File: src/rtl/ctl_mailbox_pkg.sv
package ctl_mailbox_pkg;
  localparam int ADDR_W   = 8;
  localparam int DATA_W   = 32;
  localparam int BUF_BYTES = 16;
  localparam int BUF_WORDS = BUF_BYTES / (DATA_W / 8);
  localparam int IDX_W    = $clog2(BUF_WORDS);

  localparam logic [ADDR_W-1:0] OFF_CMD  = 8'h00;
  localparam logic [ADDR_W-1:0] OFF_STAT = 8'h04;
  localparam logic [3:0]        PAGE_WBUF = 4'h8;
  localparam logic [3:0]        PAGE_RBUF = 4'h9;

  localparam int STAT_BUSY = 0;
  localparam int STAT_ERR  = 1;
  localparam int STAT_PEND = 2;

  typedef struct packed {
    logic [7:0] size;
    logic [3:0] sub;
    logic       ioc;
    logic [7:0] op;
  } cmd_t;

  function automatic cmd_t unpack_cmd(input logic [DATA_W-1:0] w);
    cmd_t c;
    c.op   = w[7:0];
    c.ioc  = w[8];
    c.sub  = w[15:12];
    c.size = w[23:16];
    return c;
  endfunction
endpackage

File: src/rtl/mbx_wordbuf.sv
module mbx_wordbuf #(
  parameter int WORDS = 4,
  parameter int DW    = 32,
  localparam int IW   = $clog2(WORDS)
) (
  input  logic          clk,
  input  logic          rst_n,
  input  logic          wr_en,
  input  logic [IW-1:0] wr_idx,
  input  logic [DW-1:0] wr_data,
  input  logic [IW-1:0] rd_idx,
  output logic [DW-1:0] rd_data
);
  logic [DW-1:0] words [WORDS];

  for (genvar g = 0; g < WORDS; g++) begin : g_word
    always_ff @(posedge clk or negedge rst_n) begin
      if (!rst_n)
        words[g] <= '0;
      else if (wr_en && wr_idx == IW'(g))
        words[g] <= wr_data;
    end
  end

  assign rd_data = words[rd_idx];
endmodule

File: src/rtl/mbx_ctrl.sv
module mbx_ctrl
  import ctl_mailbox_pkg::*;
(
  input  logic              clk,
  input  logic              rst_n,
  input  logic              cmd_wr,
  input  logic [DATA_W-1:0] cmd_data,
  input  logic              pend_clr,
  input  logic              done,
  input  logic              done_err,
  input  logic [7:0]        done_code,
  output logic              busy,
  output logic              err,
  output logic [7:0]        err_code,
  output logic              pend,
  output logic              ioc_en,
  output cmd_t              cmd,
  output logic              doorbell,
  output logic              overrun
);
  logic accept, finish;
  assign accept = cmd_wr && !busy;
  assign finish = done && busy;

  always_ff @(posedge clk or negedge rst_n) begin
    if (!rst_n) begin
      busy     <= 1'b0;
      err      <= 1'b0;
      err_code <= '0;
      pend     <= 1'b0;
      ioc_en   <= 1'b0;
      cmd      <= '0;
      doorbell <= 1'b0;
      overrun  <= 1'b0;
    end else begin
      doorbell <= accept;
      if (accept) begin
        cmd      <= unpack_cmd(cmd_data);
        ioc_en   <= cmd_data[8];
        busy     <= 1'b1;
        err      <= 1'b0;
        err_code <= '0;
      end
      if (cmd_wr && busy)
        overrun <= 1'b1;
      if (finish) begin
        busy     <= 1'b0;
        err      <= done_err;
        err_code <= done_code;
      end
      if (pend_clr)
        pend <= 1'b0;
      if (finish && ioc_en)
        pend <= 1'b1;
    end
  end
endmodule

File: src/rtl/ctl_mailbox.sv
module ctl_mailbox
  import ctl_mailbox_pkg::*;
#(
  parameter logic [7:0] INITIATOR_ID = 8'h2C
) (
  input  logic        clk,
  input  logic        rst_n,
  input  logic [7:0]  host_addr,
  input  logic        host_wr_en,
  input  logic [31:0] host_wdata,
  input  logic        host_byte_rd,
  output logic [31:0] host_rdata,
  output logic        host_irq,
  output logic        ctl_doorbell,
  output logic [7:0]  ctl_opcode,
  output logic [3:0]  ctl_subcmd,
  output logic [7:0]  ctl_size,
  input  logic [1:0]  ctl_wbuf_idx,
  output logic [31:0] ctl_wbuf_word,
  input  logic        ctl_fill_valid,
  output logic        ctl_fill_ready,
  input  logic [1:0]  ctl_fill_idx,
  input  logic [31:0] ctl_fill_data,
  input  logic        ctl_done,
  input  logic        ctl_err,
  input  logic [7:0]  ctl_err_code,
  output logic        ctl_overrun
);
  logic             busy, err, pend, ioc_en;
  logic [7:0]       err_code;
  cmd_t             cmd;
  logic             hit_cmd, hit_stat, hit_wbuf, hit_rbuf, word_aligned;
  logic [IDX_W-1:0] host_idx;
  logic [31:0]      rbuf_word, status_word, byte_val;

  assign word_aligned = host_addr[1:0] == 2'b00;
  assign host_idx     = host_addr[3:2];
  assign hit_cmd      = host_addr == OFF_CMD;
  assign hit_stat     = host_addr == OFF_STAT;
  assign hit_wbuf     = host_addr[7:4] == PAGE_WBUF;
  assign hit_rbuf     = host_addr[7:4] == PAGE_RBUF;

  mbx_ctrl u_ctrl (
    .clk       (clk),
    .rst_n     (rst_n),
    .cmd_wr    (host_wr_en && hit_cmd),
    .cmd_data  (host_wdata),
    .pend_clr  (host_wr_en && hit_stat && host_wdata[STAT_PEND]),
    .done      (ctl_done),
    .done_err  (ctl_err),
    .done_code (ctl_err_code),
    .busy      (busy),
    .err       (err),
    .err_code  (err_code),
    .pend      (pend),
    .ioc_en    (ioc_en),
    .cmd       (cmd),
    .doorbell  (ctl_doorbell),
    .overrun   (ctl_overrun)
  );

  mbx_wordbuf #(.WORDS(BUF_WORDS), .DW(DATA_W)) u_wbuf (
    .clk     (clk),
    .rst_n   (rst_n),
    .wr_en   (host_wr_en && hit_wbuf && word_aligned),
    .wr_idx  (host_idx),
    .wr_data (host_wdata),
    .rd_idx  (ctl_wbuf_idx),
    .rd_data (ctl_wbuf_word)
  );

  assign ctl_fill_ready = busy;

  mbx_wordbuf #(.WORDS(BUF_WORDS), .DW(DATA_W)) u_rbuf (
    .clk     (clk),
    .rst_n   (rst_n),
    .wr_en   (ctl_fill_valid && ctl_fill_ready),
    .wr_idx  (ctl_fill_idx),
    .wr_data (ctl_fill_data),
    .rd_idx  (host_idx),
    .rd_data (rbuf_word)
  );

  assign status_word = {err_code, INITIATOR_ID, cmd.sub, 9'd0,
                        pend, err, busy};
  assign byte_val    = {24'd0, 8'(rbuf_word >> {host_addr[1:0], 3'b000})};

  always_comb begin
    host_rdata = '0;
    if (hit_stat)
      host_rdata = status_word;
    else if (hit_rbuf)
      host_rdata = host_byte_rd ? byte_val : rbuf_word;
  end

  assign host_irq   = pend && ioc_en;
  assign ctl_opcode = cmd.op;
  assign ctl_subcmd = cmd.sub;
  assign ctl_size   = cmd.size;
endmodule

File: config.mk
export PLATFORM = sky130hd
export DESIGN_NAME = ctl_mailbox
export DESIGN_NICKNAME = d
export VERILOG_FILES = /design/src/rtl/ctl_mailbox_pkg.sv /design/src/rtl/mbx_wordbuf.sv /design/src/rtl/mbx_ctrl.sv /design/src/rtl/ctl_mailbox.sv
export SDC_FILE = /design/constraint.sdc
export NUM_CORES = 1
export LEC_CHECK = 0
export ABC_AREA = 1
export CORE_MARGIN = 2
export CORE_UTILIZATION = 28
export CTS_BUF_LIST = sky130_fd_sc_hd__clkbuf_8
export CTS_CLUSTER_DIAMETER = 80
export DETAILED_ROUTE_END_ITERATION = 8
export SLEW_MARGIN = 20
export SYNTH_ARGS = -nofsm -noshare
export SYNTH_HDL_FRONTEND = slang
export SYNTH_SLANG_ARGS = --single-unit
File: constraint.sdc
create_clock -name clk -period 1.8 [get_ports clk]
set_input_delay 0.36 -clock clk [delete_from_list [all_inputs] [get_ports clk]]
set_output_delay 0.36 -clock clk [all_outputs]
set_load 0.01 [all_outputs]
==> results of run 1 <==
==> logic make-up after synthesis <==
family,after synthesis,share of synthesized area
simple gates,611,0.1883
buf+inv,197,0.06315
compound gates,450,0.1833
flops,290,0.5652
==> worst reg2reg max path: stages, from the launching register on <==
cell	delay [ns]
dfrtp_2	0.44
buf_4	0.21
inv_1	0.10
nand3_2	0.19
nand2_1	0.25
buf_12	0.15
o21ai_1	0.06
==> report_power, final <==
| part | total, mW | leakage, nW | internal (mW) | switching (mW) |
|---|---|---|---|---|
| registers | 7.03 | 3.91 | 6.85 | 0.181 |
| logic | 1.85 | 4.62 | 0.826 | 1.03 |
| clock network | 6.02 | 0.583 | 3.25 | 2.77 |
| total | 14.9 | 9.12 | 10.9 | 3.97 |
==> area by class of cell <==
| type | count | area share |
|---|---|---|
| Sequential cell | 290 | 0.3957 |
| Timing Repair Buffer | 363 | 0.1911 |
| Clock inverter | 31 | 0.01111 |
| Inverter | 103 | 0.02161 |
| Clock buffer | 56 | 0.04200 |
| Tap cell | 600 | 0.04091 |
| Multi-Input combinational cell | 1061 | 0.2976 |
==> per-stage QoR <==
step                setup WS (ns)  hold slack [ns]  TNS [ns]  area, sq um  utilization
global route              -0.5141           0.2365    -10.50        18350       0.4052
CTS                       -0.4146           0.2001    -8.760        17870       0.3946
finish                    -0.3920           0.2370    -6.959        18350       0.4052
detailed placement         -1.150           0.2797   -116.44        16450       0.3633
global placement           -1.111           0.2761   -110.45        16450       0.3633
floorplan                -0.01109          0.06441  -0.01109        12850            -
==> timing repair <==
action	CTS	global route
hold endpoints to repair	123	0
endpoints found under the setup margin	88	62
cloned	2	1
buffers inserted	26	25
pin swaps	86	70
gates resized for setup	521	73
hold buffers	1	0
==> synth_stat cells (4+ instances only) <==
library cell | n | area (sq um)
dfrtp_1 | 290 | 7257
inv_1 | 97 | 364.1
nor2_1 | 97 | 364.1
a21o_1 | 4 | 30.03
o22ai_1 | 32 | 200.2
nand2_4 | 4 | 45.04
nand3_1 | 35 | 175.2
nand2_1 | 464 | 1742
clkbuf_1 | 49 | 183.9
o21ai_1 | 166 | 830.8
buf_4 | 6 | 45.04
buf_2 | 33 | 165.2
o21ai_0 | 177 | 885.9
inv_2 | 5 | 18.77
buf_1 | 5 | 18.77
a21oi_1 | 51 | 255.2
a22oi_1 | 12 | 90.09
==> routing by layer <==
layer	vias up	GRT usage
met5	-	0
met1	5668	0.2440
met2	403	0.2829
li1	5726	-
met3	72	0.03758
met4	2	0.05646
==> path summary, 6_finish.rpt <==
path	end	slack (ns)	cells past startpoint	startpoint
worst max-delay path	host_rdata[1]	-0.39	11	u_rbuf.words[25]$_DFFE_PN0P_
worst min-delay path	u_ctrl.err_code[0]$_DFFE_PN0P_	0.24	2	rst_n
worst max register to register	u_ctrl.err_code[4]$_DFFE_PN0P_	0.25	6	u_ctrl.busy$_DFFE_PN0P_
worst min register to register	u_ctrl.cmd[20]$_DFFE_PN0P_	0.48	2	u_ctrl.cmd[20]$_DFFE_PN0P_
max in group asynchronous	u_wbuf.words[120]$_DFFE_PN0P_	0.81	3	rst_n
min in group clk	u_rbuf.words[16]$_DFFE_PN0P_	0.32	3	ctl_fill_data[16]
==> flip-flops by register name, indices dropped and copies added, names as in the netlist <==
name / count
u_ctrl.cmd: 20
u_ctrl.pend: 1
u_ctrl.err_code: 8
u_ctrl.doorbell: 1
u_rbuf.words: 128
u_ctrl.busy: 1
u_ctrl.overrun: 1
u_ctrl.err: 1
u_ctrl.ioc_en: 1
u_wbuf.words: 128
==> flow_summary.yaml, run 1 <==
setup_path:
  cp_slowest_stage_delay_ns: 0.39
  cp_cell_sequence: "nand2_1 > nand2_1 > nand2_1 > nand2_2 > nand2_1 > nand3_2 > nand2_1 > nand2_1 > nand2_1 > nand2_2 > buf_6"
  crit_top_cell: "nand2_1"
  crit_path_end_kind: "primary output"
  crit_buf_inv: 1
  cp_data_arrival_time_ns: 1.83
  cp_max_fo: 2
  crit_path_start_kind: "flip-flop"
  critPathKind: "flip-flop to primary output"
  cp_slowest_cell: "dfrtp_1"
  cp_top_family: "simple AND/OR/NAND/NOR gates"
  required_ns: 1.44
logic_synthesis:
  synth_cell_type_count: 31
  synth_area_sq_um: 12840
  synth-async-reset-ratio: 1.000
  ys_seq_elements: 290
  avgSynthCellArea_sq_um: 8.294
  synth_fp_nets: 1639
  yosysWarnings: 0
  synth_seq_area_share: 0.5652
  ys_dominant_reg_cell: "dfrtp_1"
  synth_edf_count: 0
  syn_inst: 1548
floorplan:
  die_w_microns: 218.1
  rows: 78
  die_area_sq_um: 47580
  die_h_microns: 218.1
  start_util: 0.2835
  coreArea_sq_um: 45280
  io_pins: 179
detailed_routing:
  wl_met1_microns: 19200
  routed.top_layer: "met5"
  final_antenna_net_count: 0
  drc: 0
  wl_met2_microns: 19400
  drt-initial-drc-count: 890
  wirelength_microns: 42290
  wl_met3_microns: 2747
  dr.pass1.iters: 6
  vias_per_cell: 4.741
  vias: 11870
  wl_per_cell_microns: 16.89
timing:
  finClkSkew_ns: 0.02995
  finalHoldViolations: 0
  setup_viol: 33
  worst_slack_ns: -0.3920
  fmax_mhz: 456.2
  rsz0062_at_grt: "true"
  slew_viol_final: 0
  worst_pin_slew_ns: 0.4269
  maxSlewHeadroom: 0.7154
  min_period_over_period: 1.218
  period_needed_ns: 2.192
global_routing:
  grt-ovfl-total: 0
  grt_start_max_net_pins: 70
  antenna_found_initial: 1
  grt_usage: 0.1786
  grt_pass1_vias: 11900
  grt_pass1_wl_microns: 66560
placement:
  gp_congestion: 0.8794
  dpl.hpwl_microns: 28450
  placed_cells: 2363
  portBuffers: 178
clocking:
  clk_pin_slew_ns: 0.06
  cts_max_level: 2
  clock_latency_ns: 0.63
  cts_tree: "yes"
  clock_sinks: 290
  root_buffer: "clkbuf_8"
  clock_path_buffers: 3
  cts_buffers: 50
final_layout:
  insertedDiodeCount: 0
  layout_common_cells: "420 x nand2_1, 287 x dfrtp_1, 201 x o21ai_1"
  final_common_cell: "nand2_1"
  drive_above_1_share: 0.2616
  multi_input_area_sq_um: 5460
  final_net_count: 1960
  register_area_sq_um: 7261
  nFillCells: 4552
  syn2layout_area_growth_pct: 42.93
  fin_cells: 2504
power_and_ir_drop:
  peakVddDrop_mv: 0.5121
  power_density_nw_per_um2: 811.9
  finalPower_mw: 14.90
  p_leak_nw: 9.118
run_status:
  status: "finished with violations"
  violations: "negative setup slack"
worst_hold_path:
  hold_class: "primary input to async pin"
job:
  drv_cap: 0
No activity file was read; power rests on OpenSTA's default activity.
==> run 2: changes to the inputs <==
CELL_PAD_IN_SITES_DETAIL_PLACEMENT = 0   (was default)
CELL_PAD_IN_SITES_GLOBAL_PLACEMENT = 1   (was default)
PLACE_DENSITY_LB_ADDON = 0.1   (was default)
==> run 2 against run 1 <==
Against the previous run: the run still ends with negative setup slack left; count of clock-buffer cells in the layout increased by 17; combinational power increased by 3%; utilization is 0.77 points higher; largest cell class unchanged; highest routed layer unchanged.
==> flow_summary.yaml, run 2 (synthesis results as in run 1) <==
global_routing:
  grt_pass1_wl_microns: 69690
  grt_pass1_vias: 11830
  grt-ovfl-total: 0
  grt_usage: 0.1883
  antenna_found_initial: 1
  grt_start_max_net_pins: 65
setup_path:
  cp_max_fo: 2
  reg2regPathDepth: 7
  required_ns: 1.44
  r2r-end: "u_rbuf.words[109]$_DFFE_PN0P_"
  crit_path_start_kind: "flip-flop"
  cp_data_arrival_time_ns: 1.85
  r2r_start: "u_ctrl.busy$_DFFE_PN0P_"
  r2r_setup_slack_ns: 0.20
  critPathKind: "flip-flop to primary output"
  crit_path_end_kind: "primary output"
power_and_ir_drop:
  peakVddDrop_mv: 0.4748
  internal_power_mw: 11.32
  pwr-share-seq: 0.454
  p_sw_frac: 0.2695
  finalPower_mw: 15.50
  p_comb_frac: 0.123
  p_switching_mw: 4.177
  p_leak_nw: 9.302
  power_density_nw_per_um2: 828.9
  p_clk_frac: 0.424
final_layout:
  insertedDiodeCount: 0
  drive_above_1_share: 0.2923
  final_net_count: 1982
  syn2layout_area_growth_pct: 45.64
  final_common_cell: "nand2_1"
  nFillCells: 4788
  biggestRegsByFlops: "u_rbuf.words x128, u_wbuf.words x128, u_ctrl.cmd x20"
  layout_common_cells: "406 x nand2_1, 290 x dfrtp_1, 196 x o21ai_1"
clocking:
  root_buffer: "clkbuf_8"
  clock_path_buffers: 3
  clock_latency_ns: 0.63
  clk_pin_slew_ns: 0.06
  cts_max_level: 2
  cts_buffers: 55
  clock_sinks: 290
  cts_tree: "yes"
timing:
  slew_viol_final: 0
  maxSlewHeadroom: 0.7977
  setup_viol: 32
  period_needed_ns: 2.212
  whs_ns: 0.1962
  tns_ns: -7.108
  worst_pin_slew_ns: 0.3034
  min_period_over_period: 1.229
  finClkSkew_ns: 0.007532
  fmax_mhz: 452.0
  worst_slack_ns: -0.4122
  finalHoldViolations: 0
  rsz0062_at_grt: "true"
detailed_routing:
  final_antenna_net_count: 0
  drc: 0
  dr.pass1.iters: 5
  vias: 11550
  vias_per_cell: 4.561
  wirelength_microns: 43740
  wl_per_cell_microns: 17.27
  drt-initial-drc-count: 738
floorplan:
  die_area_sq_um: 47580
  io_pins: 179
  die_h_microns: 218.1
  start_util: 0.2835
  die_w_microns: 218.1
  coreArea_sq_um: 45280
  rows: 78
run_status:
  violations: "negative setup slack"
  status: "finished with violations"
placement:
  gp_congestion: 0.7993
  dpl.hpwl_microns: 29510
  portBuffers: 178
worst_hold_path:
  hold_class: "primary input to async pin"
job:
  drv_cap: 0
run 2: worst max path at each step:
stage	endpoint	from	cells past startpoint	slack, ns
floorplan	host_rdata[4]	host_addr[3]	10	-0.01
global placement	host_rdata[7]	host_addr[2]	11	-1.21
detailed placement	host_rdata[2]	host_addr[3]	11	-1.19
CTS	host_rdata[2]	u_rbuf.words[90]$_DFFE_PN0P_	11	-0.48
global route	host_rdata[1]	u_rbuf.words[113]$_DFFE_PN0P_	11	-0.53
finish	host_rdata[2]	u_rbuf.words[18]$_DFFE_PN0P_	11	-0.41
run 2: cell type report:
cell class | count | area [sq um] | area share
timing repair buffer | 380 | 3595 | 0.1923
inverter | 103 | 396.6 | 0.02121
sequential | 290 | 7257 | 0.3881
clock inverter | 26 | 116.4 | 0.006223
clock buffer | 73 | 1005 | 0.05373
tap | 600 | 750.7 | 0.04015
multi-input combinational | 1061 | 5578 | 0.2983
run 2: stage by stage:
stage          setup slack [ns]  instance area (sq um)  std cells  utilization
2_1_floorplan          -0.01109                  12850       1548            -
3_3_place_gp             -1.211                  16540       2375       0.3653
3_5_place_dp             -1.191                  16540       2375       0.3653
4_1_cts                 -0.4835                  18240       2499       0.4028
5_1_grt                 -0.5329                  18700       2533       0.4129
6_report                -0.4122                  18700       2533       0.4129
run 2: power groups by stage:
stage	clock network (mW)	registers (mW)	logic, mW
6_report	6.56	7.03	1.90
5_1_grt	7.14	7.07	2.12
4_1_cts	6.82	7.02	1.85
3_5_place_dp	0	7.12	1.73
3_3_place_gp	0	7.12	1.72
2_1_floorplan	0	7.09	0.717
run 2: critical path: stages, from the launching register on:
cell	delay, ns
dfrtp_1	0.42
nand2_1	0.08
nand2_1	0.04
nand2_1	0.07
nand2_2	0.07
nand2_2	0.07
nand3_4	0.09
nand2_2	0.07
nand2_2	0.05
nand2_2	0.08
nand2_4	0.06
buf_6	0.12
run 2: metal layers:
| metal | GRT usage | vias to the layer above | wire (microns) | share of wire |
|---|---|---|---|---|
| met5 | 0 | - | 13 | 0.00030 |
| met2 | 0.3128 | 223 | 20890 | 0.48 |
| met3 | 0.03312 | 65 | 1730 | 0.040 |
| met1 | 0.2520 | 5487 | 20170 | 0.46 |
| met4 | 0.05215 | 2 | 938 | 0.021 |
| li1 | - | 5776 | - | - |
run 2: timing repair:
action                     4_1_cts  5_1_grt
setup endpoints to repair       88       65
hold endpoints to repair       163        0
gates cloned                     1        0
hold buffers                     1        0
pin swaps                      115       92
resized for setup              563       66
setup buffers                   28       35
==> run 3: changes to the inputs <==
ABC_AREA = default   (was 1)
CTS_CLUSTER_SIZE = 16   (was default)
==> run 3 against run 2 <==
Against the previous run: the run still ends with negative setup slack left; via count shrank 31%; flip-flop and latch count is the same; first-iteration DRC count shrank 45%; synthesized cell count shrank 47%; synthesized area grew 0.85%; combinational power shrank 21%; utilization shrank 3.6 points; cell area shrank 8.4%; critical path type unchanged; sequential share of layout area grew 3.6 points.
==> flow_summary.yaml, run 3 <==
logic_synthesis:
  ys_dominant_reg_cell: "dfrtp_1"
  synth_fp_nets: 909
  synthSimpleGateAreaFrac: 0.03295
  yosys.cell_count.top_type: "dfrtp_1"
  synth_seq_area_share: 0.5605
  synth_edf_count: 0
  synthMuxAreaShare: 0.3576
  yosysWarnings: 0
  synth_area_sq_um: 12950
  avgSynthCellArea_sq_um: 15.83
  synth_compound_area_frac: 0.02899
  synth_top_family_by_area: "multiplexers"
  synth_area_leaders: "dfrtp_1 56%, mux2_2 23%, mux4_2 11%"
  syn_inst: 818
  synth_fa_ha_area_frac: 0
  synth_top_area_frac: 0.5605
  synth_cell_type_count: 42
  synth-async-reset-ratio: 1.000
  yosys.area.top_type: "dfrtp_1"
  ys_seq_elements: 290
  yosys.area_share.xor_xnor: 0
  synth_common_cells: "290 x dfrtp_1, 259 x mux2_2, 62 x mux4_2"
run_status:
  status: "finished with violations"
  violations: "negative setup slack"
detailed_routing:
  vias_per_cell: 4.698
  wl_per_cell_microns: 21.42
  final_antenna_net_count: 0
  vias: 7986
  drt-initial-drc-count: 407
  wirelength_microns: 36420
  routed.top_layer: "met4"
  wl_met1_microns: 16370
  wl_met2_microns: 17720
  dr.pass1.iters: 4
  wl_met3_microns: 1678
  drc: 0
timing:
  maxSlewHeadroom: 0.7479
  finClkSkew_ns: 0.01383
  whs_ns: 0.2162
  min_period_over_period: 1.350
  finalHoldViolations: 0
  fmax_mhz: 411.6
  slew_viol_final: 0
  worst_slack_ns: -0.6293
  rsz0062_at_grt: "true"
  setup_viol: 64
  period_needed_ns: 2.429
  worst_pin_slew_ns: 0.3772
  tns_ns: -21.21
power_and_ir_drop:
  p_clk_frac: 0.300
  pwr-share-seq: 0.575
  p_sw_frac: 0.2548
  p_comb_frac: 0.125
  peakVddDrop_mv: 0.4664
  power_density_nw_per_um2: 705.4
  internal_power_mw: 9.005
  p_leak_nw: 8.301
  p_switching_mw: 3.079
final_layout:
  biggestRegsByFlops: "u_rbuf.words x128, u_wbuf.words x128, u_ctrl.cmd x20"
  fin_area_sq_um: 17130
  final_common_cell: "dfrtp_1"
  nFillCells: 4421
  fin_cells: 1700
  syn2layout_area_growth_pct: 32.31
  layout_common_cells: "285 x dfrtp_1, 258 x mux2_2, 78 x clkdlybuf4s50_1"
  fin_util: 0.3767
  drive_above_1_share: 0.5605
  final_net_count: 1180
placement:
  gp_congestion: 0.7626
  dpl.hpwl_microns: 24690
  portBuffers: 178
  place_area_sq_um: 16340
  placed_cells: 1636
setup_path:
  crit_path_start_kind: "flip-flop"
  cp_max_fo: 2
  required_ns: 1.44
  r2r_setup_slack_ns: 0.11
  cp_data_arrival_time_ns: 2.07
  crit_path_end_kind: "primary output"
  critPathKind: "flip-flop to primary output"
global_routing:
  antenna_found_initial: 1
  grt_usage: 0.1544
  grt_pass1_wl_microns: 55700
  grt-ovfl-total: 0
  grt_start_max_net_pins: 68
  grt_pass1_vias: 8704
clocking:
  clk_pin_slew_ns: 0.11
  clock_path_buffers: 3
  clock_latency_ns: 0.60
  cts_tree: "yes"
  root_buffer: "clkbuf_8"
  cts_buffers: 23
  cts_max_level: 1
  clock_sinks: 290
floorplan:
  die_w_microns: 219.0
  die_area_sq_um: 47980
  die_h_microns: 219.0
  coreArea_sq_um: 45480
  rows: 78
  start_util: 0.2847
  io_pins: 179
worst_hold_path:
  hold_class: "primary input to async pin"
job:
  drv_cap: 0
==> run 3: cell types whose count changed after synthesis, sizes merged, moves of 16 or more <==
| cell | delta |
|---|---|
| nand2 | -442 |
| o21ai | -332 |
| mux2 | +279 |
| inv | -100 |
| nor2 | -88 |
| mux4 | +62 |
| a21oi | -49 |
| nand3 | -33 |
| o22ai | -29 |
| clkbuf | -25 |
| buf | -16 |
==> run 3: layout make-up <==
type,instances,area (sq um),share of cell area
inverter,2,7.507,0.0004382
multi-input combinational,473,5662,0.3305
tap,600,750.7,0.04382
clock inverter,12,87.58,0.005113
sequential,290,7263,0.4240
timing repair buffer,299,3040,0.1775
clock buffer,23,316.6,0.01848
antenna,1,2.502,0.0001461
==> run 3: power by group through the flow <==
stage	Sequential (mW)	Clock [mW]	Combinational, mW
2_1_floorplan	7.04	0	0.619
3_3_place_gp	7.09	0	1.46
3_5_place_dp	7.09	0	1.47
4_1_cts	6.95	3.86	1.53
5_1_grt	6.99	4.11	1.64
6_report	6.95	3.62	1.51
==> run 3: per-layer routing <==
metal,GRT usage,up-vias
met5,0,-
met4,0.02928,0
met3,0.02315,40
met2,0.2589,156
met1,0.2131,4199
li1,-,3591
==> run 3: what timing repair did <==
item / 4_1_cts / 5_1_grt
endpoints found under the hold margin: 229 / 0
gates cloned: 2 / 0
setup buffers: 23 / 14
setup endpoints to repair: 248 / 75
hold buffers: 1 / 0
pin swaps: 37 / 13
gates resized for setup: 407 / 25
==> run 3: logic make-up after synthesis <==
group | after synthesis
muxes | 343
AOI/OAI and AO/OA | 51
and+or+nand+nor | 79
DFF | 290
buffers and inverters | 55
==> run 3: metrics by stage <==
stage | worst slack [ns] | power, mW
4_1_cts | -0.7687 | 12.34
2_1_floorplan | -0.3511 | 7.658
5_1_grt | -0.7506 | 12.75
6_report | -0.6293 | 12.08
3_3_place_gp | -1.229 | 8.552
3_5_place_dp | -1.273 | 8.559
==> run 3: worst paths after layout <==
path	from	to	cells after the start
min in group clk	host_addr[6]	u_ctrl.overrun$_DFFE_PN0P_	4
worst max-delay path	u_rbuf.words[9]$_DFFE_PN0P_	host_rdata[1]	5
worst min register to register	u_ctrl.overrun$_DFFE_PN0P_	u_ctrl.overrun$_DFFE_PN0P_	1
worst min-delay path	rst_n	u_wbuf.words[46]$_DFFE_PN0P_	2
worst max register to register	u_ctrl.busy$_DFFE_PN0P_	u_rbuf.words[116]$_DFFE_PN0P_	5
max in group asynchronous	rst_n	u_wbuf.words[6]$_DFFE_PN0P_	4
==> run 3: worst max-delay path, stage by stage (launching register included) <==
cell and delay, ns:
dfrtp_1 0.39, mux4_2 0.51, nor2b_4 0.16, a211oi_4 0.21, nor3_2 0.07, buf_2 0.14
